<file path="src/rtl/hostport_pkg.sv">
package hostport_pkg;
    typedef enum logic [1:0] {
        HP_IDLE,
        HP_REQ,
        HP_DMA_XFER,
        HP_VEC_OUT
    } hp_state_e;

    localparam int CTL_TX_EN = 0;
    localparam int CTL_RX_EN = 1;
    localparam int CTL_DMA   = 2;
    localparam int CTL_WIDE  = 3;
    localparam int CTL_BITS  = 4;

    localparam logic [1:0] CA_CTRL = 2'd0;
    localparam logic [1:0] CA_TXW  = 2'd1;
    localparam logic [1:0] CA_RXW  = 2'd2;
    localparam logic [1:0] CA_VEC  = 2'd3;

    localparam logic [1:0] HA_STAT = 2'd0;
    localparam logic [1:0] HA_HI   = 2'd1;
    localparam logic [1:0] HA_LO   = 2'd2;
endpackage

</file>
<file path="src/rtl/hp_sync.sv">
module hp_sync #(
    parameter int N      = 3,
    parameter int STAGES = 2
) (
    input  logic         clk,
    input  logic         rst_n,
    input  logic [N-1:0] async_i,
    output logic [N-1:0] level_o
);
    for (genvar b = 0; b < N; b++) begin : g_bit
        logic [STAGES-1:0] chain_q;
        always_ff @(posedge clk or negedge rst_n) begin
            if (!rst_n) chain_q <= '0;
            else        chain_q <= {chain_q[STAGES-2:0], async_i[b]};
        end
        assign level_o[b] = chain_q[STAGES-1];
    end
endmodule

</file>
<file path="src/rtl/hp_regs.sv">
module hp_regs
    import hostport_pkg::*;
#(
    parameter int DW = 8
) (
    input  logic            clk,
    input  logic            rst_n,
    input  logic            core_wr,
    input  logic            core_rd,
    input  logic [1:0]      core_addr,
    input  logic [2*DW-1:0] core_wdata,
    output logic [2*DW-1:0] core_rdata,
    input  logic            host_wr_stb,
    input  logic            host_rd_stb,
    input  logic [1:0]      host_addr,
    input  logic [DW-1:0]   host_din,
    input  logic            dma_wr,
    output logic [DW-1:0]   host_rdata,
    output logic [DW-1:0]   vector,
    output logic            req_cond,
    output logic            dma_mode
);
    localparam int CW = 2 * DW;

    logic [CTL_BITS-1:0] ctrl_q;
    logic [DW-1:0]       tx_hi_q, tx_lo_q, rx_hi_q, rx_lo_q, vec_q;
    logic                txde_q, rxdf_q, cnt_lo_q;
    logic                wide;

    assign dma_mode = ctrl_q[CTL_DMA];
    assign wide     = ctrl_q[CTL_WIDE];
    assign vector   = vec_q;
    assign req_cond = (ctrl_q[CTL_TX_EN] & txde_q)
                    | (~dma_mode & ctrl_q[CTL_RX_EN] & rxdf_q);

    always_ff @(posedge clk or negedge rst_n) begin
        if (!rst_n) begin
            ctrl_q   <= '0;
            tx_hi_q  <= '0;
            tx_lo_q  <= '0;
            rx_hi_q  <= '0;
            rx_lo_q  <= '0;
            vec_q    <= '0;
            txde_q   <= 1'b1;
            rxdf_q   <= 1'b0;
            cnt_lo_q <= 1'b0;
        end else begin
            if (host_wr_stb && !dma_mode) begin
                if (host_addr == HA_HI) tx_hi_q <= host_din;
                if (host_addr == HA_LO) begin
                    tx_lo_q <= host_din;
                    txde_q  <= 1'b0;
                end
            end
            if (host_rd_stb && host_addr == HA_LO) rxdf_q <= 1'b0;
            if (dma_wr) begin
                if (wide && !cnt_lo_q) begin
                    tx_hi_q  <= host_din;
                    cnt_lo_q <= 1'b1;
                end else begin
                    tx_lo_q  <= host_din;
                    txde_q   <= 1'b0;
                    cnt_lo_q <= 1'b0;
                end
            end
            if (core_rd && core_addr == CA_TXW) txde_q <= 1'b1;
            if (core_wr) begin
                unique case (core_addr)
                    CA_CTRL: begin
                        ctrl_q   <= core_wdata[CTL_BITS-1:0];
                        cnt_lo_q <= 1'b0;
                    end
                    CA_RXW: begin
                        rx_hi_q <= core_wdata[CW-1:DW];
                        rx_lo_q <= core_wdata[DW-1:0];
                        rxdf_q  <= 1'b1;
                    end
                    CA_VEC:  vec_q <= core_wdata[DW-1:0];
                    default: ;
                endcase
            end
        end
    end

    always_comb begin
        unique case (core_addr)
            CA_CTRL: core_rdata = {{(CW-CTL_BITS){1'b0}}, ctrl_q};
            CA_TXW:  core_rdata = {tx_hi_q, tx_lo_q};
            CA_RXW:  core_rdata = {rx_hi_q, rx_lo_q};
            default: core_rdata = {{DW{1'b0}}, vec_q};
        endcase
    end

    always_comb begin
        unique case (host_addr)
            HA_STAT: host_rdata = {{(DW-2){1'b0}}, txde_q, rxdf_q};
            HA_HI:   host_rdata = rx_hi_q;
            HA_LO:   host_rdata = rx_lo_q;
            default: host_rdata = '0;
        endcase
    end

    assert_lo_byte_empties_R8: assert property (@(posedge clk) disable iff (!rst_n)
        (dma_wr && (!wide || cnt_lo_q) && !(core_rd && core_addr == CA_TXW)) |=> !txde_q);

    assert_rx_fill_sets_flag_R9: assert property (@(posedge clk) disable iff (!rst_n)
        (core_wr && core_addr == CA_RXW) |=> rxdf_q);

    assert_dma_host_write_ignored_R10: assert property (@(posedge clk) disable iff (!rst_n)
        (dma_mode && host_wr_stb && !dma_wr && !core_wr) |=> ($stable(tx_hi_q) && $stable(tx_lo_q)));
endmodule

</file>
<file path="src/rtl/hp_req_fsm.sv">
module hp_req_fsm
    import hostport_pkg::*;
(
    input  logic clk,
    input  logic rst_n,
    input  logic req_cond,
    input  logic dma_mode,
    input  logic ack_lvl,
    input  logic ack_rise,
    output logic req_o,
    output logic vec_on,
    output logic dma_wr
);
    hp_state_e state_q, state_d;

    always_ff @(posedge clk or negedge rst_n) begin
        if (!rst_n) state_q <= HP_IDLE;
        else        state_q <= state_d;
    end

    always_comb begin
        state_d = state_q;
        unique case (state_q)
            HP_IDLE: if (req_cond) state_d = HP_REQ;
            HP_REQ: begin
                if (!req_cond)                 state_d = HP_IDLE;
                else if (dma_mode && ack_rise) state_d = HP_DMA_XFER;
                else if (!dma_mode && ack_lvl) state_d = HP_VEC_OUT;
            end
            HP_DMA_XFER: if (!ack_lvl) state_d = HP_IDLE;
            HP_VEC_OUT:  if (!ack_lvl || !req_cond || dma_mode) state_d = HP_IDLE;
            default:     state_d = HP_IDLE;
        endcase
    end

    always_comb begin
        req_o  = (state_q == HP_REQ) || (state_q == HP_VEC_OUT);
        vec_on = (state_q == HP_VEC_OUT);
        dma_wr = (state_q == HP_REQ) && req_cond && dma_mode && ack_rise;
    end

    assert_drop_on_clear_R4: assert property (@(posedge clk) disable iff (!rst_n)
        (req_o && !req_cond) |=> !req_o);

    assert_dma_ack_drops_req_R7: assert property (@(posedge clk) disable iff (!rst_n)
        dma_wr |=> !req_o);

    assert_vec_needs_ack_R6: assert property (@(posedge clk) disable iff (!rst_n)
        vec_on |-> ($past(ack_lvl) && !$past(dma_mode)));
endmodule

</file>
<file path="src/rtl/hostport_handshake.sv">
module hostport_handshake
    import hostport_pkg::*;
(
    input  logic        clk,
    input  logic        rst_n,
    input  logic        core_wr,
    input  logic        core_rd,
    input  logic [1:0]  core_addr,
    input  logic [15:0] core_wdata,
    output logic [15:0] core_rdata,
    input  logic        host_rd_i,
    input  logic        host_wr_i,
    input  logic [1:0]  host_addr_i,
    input  logic [7:0]  host_din_i,
    output logic [7:0]  host_dout_o,
    output logic        host_doe_o,
    input  logic        host_ack_i,
    output logic        host_req_o
);
    localparam int DW = 8;

    logic [2:0]    sync_lvl, sync_prev_q, sync_rise;
    logic [DW-1:0] host_rdata, vector;
    logic          req_cond, dma_mode, vec_on, dma_wr;

    hp_sync #(.N(3), .STAGES(2)) u_sync (
        .clk     (clk),
        .rst_n   (rst_n),
        .async_i ({host_ack_i, host_wr_i, host_rd_i}),
        .level_o (sync_lvl)
    );

    always_ff @(posedge clk or negedge rst_n) begin
        if (!rst_n) sync_prev_q <= '0;
        else        sync_prev_q <= sync_lvl;
    end
    assign sync_rise = sync_lvl & ~sync_prev_q;

    hp_regs #(.DW(DW)) u_regs (
        .clk         (clk),
        .rst_n       (rst_n),
        .core_wr     (core_wr),
        .core_rd     (core_rd),
        .core_addr   (core_addr),
        .core_wdata  (core_wdata),
        .core_rdata  (core_rdata),
        .host_wr_stb (sync_rise[1]),
        .host_rd_stb (sync_rise[0]),
        .host_addr   (host_addr_i),
        .host_din    (host_din_i),
        .dma_wr      (dma_wr),
        .host_rdata  (host_rdata),
        .vector      (vector),
        .req_cond    (req_cond),
        .dma_mode    (dma_mode)
    );

    hp_req_fsm u_fsm (
        .clk      (clk),
        .rst_n    (rst_n),
        .req_cond (req_cond),
        .dma_mode (dma_mode),
        .ack_lvl  (sync_lvl[2]),
        .ack_rise (sync_rise[2]),
        .req_o    (host_req_o),
        .vec_on   (vec_on),
        .dma_wr   (dma_wr)
    );

    assign host_doe_o  = vec_on;
    assign host_dout_o = vec_on ? vector : host_rdata;
endmodule

</file>
<file path="config.mk">
export PLATFORM = sky130hd
export DESIGN_NAME = hostport_handshake
export DESIGN_NICKNAME = d
export VERILOG_FILES = /design/src/rtl/hostport_pkg.sv /design/src/rtl/hp_sync.sv /design/src/rtl/hp_regs.sv /design/src/rtl/hp_req_fsm.sv /design/src/rtl/hostport_handshake.sv
export SDC_FILE = /design/constraint.sdc
export NUM_CORES = 1
export LEC_CHECK = 0
export BUFFER_PORTS_ARGS = -buffer_cell sky130_fd_sc_hd__buf_4
export CAP_MARGIN = 20
export CORE_ASPECT_RATIO = 1.75
export CORE_MARGIN = 2
export CORE_UTILIZATION = 35
export DETAILED_ROUTE_END_ITERATION = 6
export PLACE_DENSITY = 0.56
export SLEW_MARGIN = 0
export SYNTH_ARGS = -nofsm -noshare
export SYNTH_HDL_FRONTEND = slang
export SYNTH_SLANG_ARGS = --single-unit
</file>
<file path="constraint.sdc">
create_clock -name clk -period 1.7 [get_ports clk]
set_input_delay 0.255 -clock clk [delete_from_list [all_inputs] [get_ports clk]]
set_output_delay 0.255 -clock clk [all_outputs]
set_load 0.02 [all_outputs]
</file>
== After elaboration in Yosys (flattened, before gate mapping) ==
Index checks and enable logic that the tools add are counted.

* Reduce and logical (&&, ||, !) cells: 23
* Mux-type cells: 30
* Shift-type cells: 0
* Equal/unequal tests: 12
* Bitwise logic cells: 7
* Multipliers: 0
* Add/subtract/negate cells: 0
* Magnitude comparators: 0
* Divide/modulo/power cells: 0

{| class="wikitable"
|+ Operator list
! operator !! count
|-
| 8-bit two-way mux || 9
|-
| 16-bit one-hot mux with 3 select lines || 1
|-
| 8-bit one-hot mux with 3 select lines || 1
|-
| 1-bit two-way mux || 12
|-
| 2-bit two-way mux || 6
|-
| 2-bit == test, second input constant || 5
|-
| 1-bit logical AND || 9
|-
| 2-bit one-hot mux with 4 select lines || 1
|-
| 2-bit by 1-bit == test with 1-bit output, second input constant || 3
|-
| 2-bit zero test || 3
|-
| 2-bit AND reduction || 3
|-
| 1-bit zero test || 4
|-
| 2-bit by 1-bit inequality test with 1-bit output, second input constant || 2
|-
| 4-bit inequality test, second input constant || 1
|-
| 4-bit AND reduction || 1
|-
| 1-bit AND || 3
|-
| 3-bit AND || 1
|-
| 1-bit logical OR || 3
|-
| 3-bit NOT || 1
|-
| 2-bit inequality test, second input constant || 1
|-
| 1-bit NOT || 1
|-
| 1-bit bitwise OR || 1
|}

* Output and inout port bits: 26
* Input bits: 35
* Flip-flop bits (word level): 58
* Memories kept: 0
* Bits in latches: 0
* Word-level logic and storage cells: 86
* Bits in writable memories: 0
* ROM bits: 0

== Longest topological paths before layout ==
* Depth in word-level cells: 10
* Gate-level depth with buffers: 5
* Depth with buffers taken out: 4

== By module ==
From an unflattened synthesis, not the netlist that was laid out.

* Cells, all modules: 189
* Area total of the unflattened synthesis: 2824.0 sq um

{| class="wikitable"
|+ By module, submodules not included
! module !! cells each !! area an instance (sq um) !! times used
|-
| hp_regs || 151 || 2303.5 || 1
|-
| hostport_handshake || 15 || 225.2 || 1
|-
| hp_sync || 9 || 172.7 || 1
|-
| hp_req_fsm || 14 || 122.6 || 1
|}

== Worst setup path after synthesis ==
No wires, ideal clock.

* Path type: reg-to-output
* From: register u_fsm.state_q[0]
* To: output port host_dout_o[6]
* Path buffers: 1
* Setup slack: 0.149 ns
* Data arrival time: 1.296 ns
* Stages on the path, launching flop included: 5
* Cells stage by stage: dfrtp_1 nand2_1 clkbuf_1 nor2_1 a21oi_1

* Cells in the longest elaborated chain, start to end: 2

{| class="wikitable"
|+ RTL lines
! item !! RTL line !! RTL
|-
| start, declared || hp_req_fsm.sv:14 || <nowiki>hp_state_e state_q, state_d;</nowiki>
|-
| start signal, assigned || hp_req_fsm.sv:18 || <nowiki>else state_q <= state_d;</nowiki>
|-
| 2-bit == test || hp_req_fsm.sv:38 || <nowiki>vec_on = (state_q == HP_VEC_OUT);</nowiki>
|-
| 8-bit two-way mux || hostport_handshake.sv:71 || <nowiki>assign host_dout_o = vec_on ? vector : host_rdata;</nowiki>
|-
| end, declared || hostport_handshake.sv:15 || <nowiki>output logic [7:0] host_dout_o,</nowiki>
|}

No other way between the ends.

== Worst setup path in the final report ==
* From: register u_regs.ctrl_q[0]
* To: output port core_rdata[0]

* Cells in the longest elaborated chain, start to end: 1

{| class="wikitable"
|+ RTL lines
! item !! RTL line !! RTL
|-
| start, declared || hp_regs.sv:25 || <nowiki>logic [CTL_BITS-1:0] ctrl_q;</nowiki>
|-
| start signal, assigned || hp_regs.sv:70 || <nowiki>ctrl_q <= core_wdata[CTL_BITS-1:0];</nowiki>
|-
| 16-bit one-hot mux with 3 select lines || hp_regs.sv:86 || <nowiki>unique case (core_addr)</nowiki>
|-
| end, declared || hostport_handshake.sv:10 || <nowiki>output logic [15:0] core_rdata,</nowiki>
|}

No other way between the ends.

==> impl_metrics.prom <==
# TYPE chip_impl_metric gauge
chip_impl_info{name="outcome",value="finished with violations"} 1
chip_impl_info{name="violations",value="hold timing"} 1
chip_impl_metric{name="setup_violations",unit=""} 0
chip_impl_metric{name="die_area",unit="mm2"} 0.00840
chip_impl_metric{name="finalClockSkew",unit="ps"} 5.92
chip_impl_metric{name="synth.avg_cell_area",unit="um2"} 13.6
chip_impl_metric{name="async_reset_ff_share",unit="%"} 100
chip_impl_metric{name="synth_area",unit="mm2"} 0.00268
chip_impl_metric{name="slew_viol_final",unit=""} 0
chip_impl_metric{name="num-fill-cells",unit=""} 677
chip_impl_metric{name="drt-wirelength-per-cell",unit="um"} 19.2
chip_impl_metric{name="final_antenna_net_count",unit=""} 0
chip_impl_metric{name="post_synth_num_cell_types",unit=""} 33
chip_impl_metric{name="floorplan.die.height",unit="um"} 120
chip_impl_info{name="rsz_0062_raised_after_global_routing",value="true"} 1
chip_impl_metric{name="grt_use_total",unit="%"} 18.4
chip_impl_info{name="cp-start-kind",value="register"} 1
chip_impl_info{name="path_class",value="register to output port"} 1
chip_impl_metric{name="design.portCount",unit=""} 61
chip_impl_info{name="min_path_type",value="input pin to async pin"} 1
chip_impl_metric{name="vias",unit=""} 1970
chip_impl_metric{name="cts_made_buffers",unit=""} 9
chip_impl_metric{name="drc_violation_total_after_the_first_tritonroute_iteration",unit=""} 80
chip_impl_metric{name="area_delta_synth_final",unit="%"} 41.9
chip_impl_metric{name="fp.coreArea",unit="mm2"} 0.00751
chip_impl_metric{name="clock_latency",unit="ps"} 330
chip_impl_metric{name="viasPerCell",unit=""} 5.27
chip_impl_metric{name="timing.critical_path.arrival",unit="ps"} 1440
chip_impl_metric{name="synthesis.nets",unit=""} 232
chip_impl_metric{name="synth_top_cell_area_share",unit="%"} 53.2
chip_impl_metric{name="power_density",unit="mW/mm2"} 1340
chip_impl_metric{name="worst_ir_drop_vdd",unit="mV"} 0.670
chip_impl_metric{name="sequential_element_share_of_the_synthesized_area",unit="%"} 54.2
chip_impl_metric{name="grt_first_pass_wirelength",unit="um"} 11400
chip_impl_metric{name="design.final.nets",unit=""} 317
chip_impl_metric{name="via_count_of_the_first_global_routing_pass",unit=""} 2151
chip_impl_metric{name="total_overflow_reported_by_the_global_router",unit=""} 0
chip_impl_metric{name="num_rows",unit=""} 42
chip_impl_metric{name="worst_slew_margin_rel",unit="%"} 50.7
chip_impl_metric{name="cp.required",unit="ps"} 1440
chip_impl_metric{name="gp_routability_congestion",unit=""} 0.776
chip_impl_metric{name="timing.final.crit_period",unit="ps"} 1690
chip_impl_metric{name="synthesis.instances",unit=""} 197
chip_impl_metric{name="max_clock_freq",unit="MHz"} 590
chip_impl_metric{name="routed_wirelength",unit="um"} 7180
chip_impl_info{name="synth_ff_type",value="dfrtp_1"} 1
chip_impl_metric{name="yosys_warnings",unit=""} 0
chip_impl_metric{name="hpwl",unit="um"} 4920
chip_impl_metric{name="drive_above_1_share",unit="%"} 60.1
chip_impl_metric{name="antenna_found_initial",unit=""} 0
chip_impl_metric{name="max-clock-path-buffers",unit=""} 2
chip_impl_metric{name="remaining_drc_errors",unit=""} 0
chip_impl_metric{name="synth_edf_count",unit=""} 0
chip_impl_metric{name="clkTransAtPathRegs",unit="ps"} 50
chip_impl_metric{name="cap_viol_max_count",unit=""} 0
chip_impl_metric{name="detailed_place.area",unit="mm2"} 0.00334
chip_impl_metric{name="cts-htree-levels",unit=""} 3
chip_impl_info{name="tritoncts",value="yes"} 1
chip_impl_metric{name="final_area",unit="mm2"} 0.00380
chip_impl_metric{name="total_power",unit="mW"} 5.09
chip_impl_metric{name="largest_net_degree_at_the_start_of_global_routing",unit=""} 59
chip_impl_info{name="synth_top_cells_by_area",value="dfrtp_1 53%, mux2_2 18%, a22o_1 3.9%"} 1
chip_impl_metric{name="io_buf_count",unit=""} 60
chip_impl_metric{name="critical_path_maximum_fanout",unit=""} 2
chip_impl_info{name="element_type_at_the_critical_path_end",value="output port"} 1
chip_impl_metric{name="antennaDiodeCount",unit=""} 0
chip_impl_metric{name="finalSetupTns",unit="ps"} 0
chip_impl_metric{name="synth-seq-cells",unit=""} 58
chip_impl_metric{name="post_route_hold_slack",unit="ps"} -11.1
chip_impl_metric{name="max_slew.worst_pin.slew",unit="ps"} 739
chip_impl_info{name="clockRootBuffer",value="clkbuf_16"} 1
chip_impl_metric{name="cts.sinks",unit=""} 58
chip_impl_metric{name="die_width",unit="um"} 70.1
chip_impl_metric{name="power.leakage",unit="nW"} 1.75
chip_impl_metric{name="share_of_the_clock_period_used_by_the_worst_path",unit="%"} 99.7
chip_impl_metric{name="hold_viol_final",unit=""} 3
chip_impl_info{name="synth.largest_area_cell",value="dfrtp_1"} 1
chip_impl_metric{name="drt-pass1-iter-count",unit=""} 4
chip_impl_metric{name="floorplan.initialDensity",unit="%"} 35.6
-- power breakdown --
part	switching, mW	internal, mW
registers	0.252	1.73
clock network	0.589	1.13
logic	0.612	0.778
-- metal layers --
metal	routed length (um)	part of all wire [%]	global-route usage [%]	up-vias
li1	-	-	-	900
met1	2910	41	21.5	1004
met2	3810	53	31.3	53
met3	281	3.9	4.37	13
met4	175	2.4	8.89	0
met5	0	0	0	-
-- through the flow --
step                      hold WS, ps  setup WS (ps)  utilization [%]  std cells
after floorplan                 -40.6            149                -        197
after global placement            334            105             44.5        352
after detailed placement          336           70.9             44.5        352
after CTS                        26.6          -13.5             49.5        369
after global routing             28.1          -15.1             50.6        374
final                           -11.1           5.04             50.6        374
-- flip-flops by register name, summed over array words and instances, names as in the netlist --
signal	count
sync_prev_q	3
u_fsm.state_q	2
u_regs.cnt_lo_q	1
u_regs.ctrl_q	4
u_regs.rx_hi_q	8
u_regs.rx_lo_q	8
u_regs.rxdf_q	1
u_regs.tx_hi_q	8
u_regs.tx_lo_q	8
u_regs.txde_q	1
u_regs.vector	8
u_sync.g_bit.chain_q	6
-- final timing paths --
| check | depth (start not counted) | start | end | slack [ps] |
|---|---|---|---|---|
| setup / recovery | 3 | u_regs.ctrl_q[0]$_DFFE_PN0P_ | core_rdata[0] | 5 |
| hold / removal | 1 | rst_n | u_regs.rx_hi_q[7]$_DFFE_PN0P_ | -10 |
| setup reg to reg | 5 | u_regs.txde_q$_DFF_PN1_ | u_regs.tx_hi_q[6]$_DFF_PN0_ | 100 |
| hold reg to reg | 0 | u_sync.g_bit[1].chain_q[0]$_DFF_PN0_ | u_sync.g_bit[1].chain_q[1]$_DFF_PN0_ | 340 |
| max in group asynchronous | 1 | rst_n | u_fsm.state_q[0]$_DFFE_PN0P_ | 1190 |
| min in group clk | 1 | host_ack_i | u_sync.g_bit[2].chain_q[0]$_DFF_PN0_ | 40 |
-- kinds of logic (layout without fill, tap and decap cells) --
| group | Yosys count | in the layout | share of synthesized area (%) |
|---|---|---|---|
| AOI/OAI and AO/OA | 37 | 37 | 10.6 |
| buffers and inverters | 11 | 100 | 2.38 |
| DFF | 58 | 58 | 54.2 |
| muxes | 53 | 53 | 24.3 |
| and+or+nand+nor | 38 | 38 | 8.45 |
-- cell type report --
| cell class | count | area (um2) | area share (%) |
|---|---|---|---|
| Multi-Input combinational cell | 128 | 1220 | 32.2 |
| Tap cell | 88 | 110 | 2.90 |
| Sequential cell | 58 | 1460 | 38.3 |
| Clock inverter | 2 | 10.0 | 0.263 |
| Timing Repair Buffer | 83 | 713 | 18.8 |
| Inverter | 2 | 7.51 | 0.197 |
| Clock buffer | 13 | 280 | 7.37 |
-- layout by cell type, fill, tap and decap left out, drive strengths merged --
master / count
dfrtp: 57
clkbuf: 14
mux2i: 2
a31oi: 1
a22o: 12
nand2: 8
clkinv: 2
buf: 82
o21ai: 5
nor2b: 4
and2b: 1
mux2: 47
nor3b: 1
nor2: 15
a22oi: 6
nand2b: 1
nand4bb: 1
a21boi: 1
inv: 2
nand3: 4
nand3b: 2
nor3: 1
a32o: 2
a21oi: 10
mux4: 4
dfstp: 1
-- synth_stat cells (2+ instances only) --
| cell | n |
|---|---|
| mux2_4 | 3 |
| buf_6 | 2 |
| nand2_1 | 7 |
| nor2_1 | 15 |
| a22oi_1 | 6 |
| nor2b_1 | 3 |
| a21oi_1 | 10 |
| mux4_2 | 4 |
| clkbuf_1 | 2 |
| a32o_1 | 2 |
| mux2_2 | 43 |
| inv_1 | 2 |
| dfrtp_1 | 57 |
| o21ai_0 | 5 |
| a22o_1 | 12 |
| nand3_1 | 3 |
| buf_2 | 3 |
| mux2i_1 | 2 |
| nand3b_1 | 2 |
-- critical path: stages, from the launching register on --
cell,delay (ps)
dfrtp_1,380
buf_6,120
mux4_2,460
buf_6,150
-- repair_timing --
| item | 4_1_cts | 5_1_grt |
|---|---|---|
| buffers inserted | 2 | 4 |
| pin swaps | 2 | 3 |
| setup endpoints to repair | 7 | 14 |
| resized for setup | 13 | 10 |
| cloned | 1 | 1 |
| hold buffers | 0 | 0 |
Note: power is estimated with default switching activity, not from simulation.
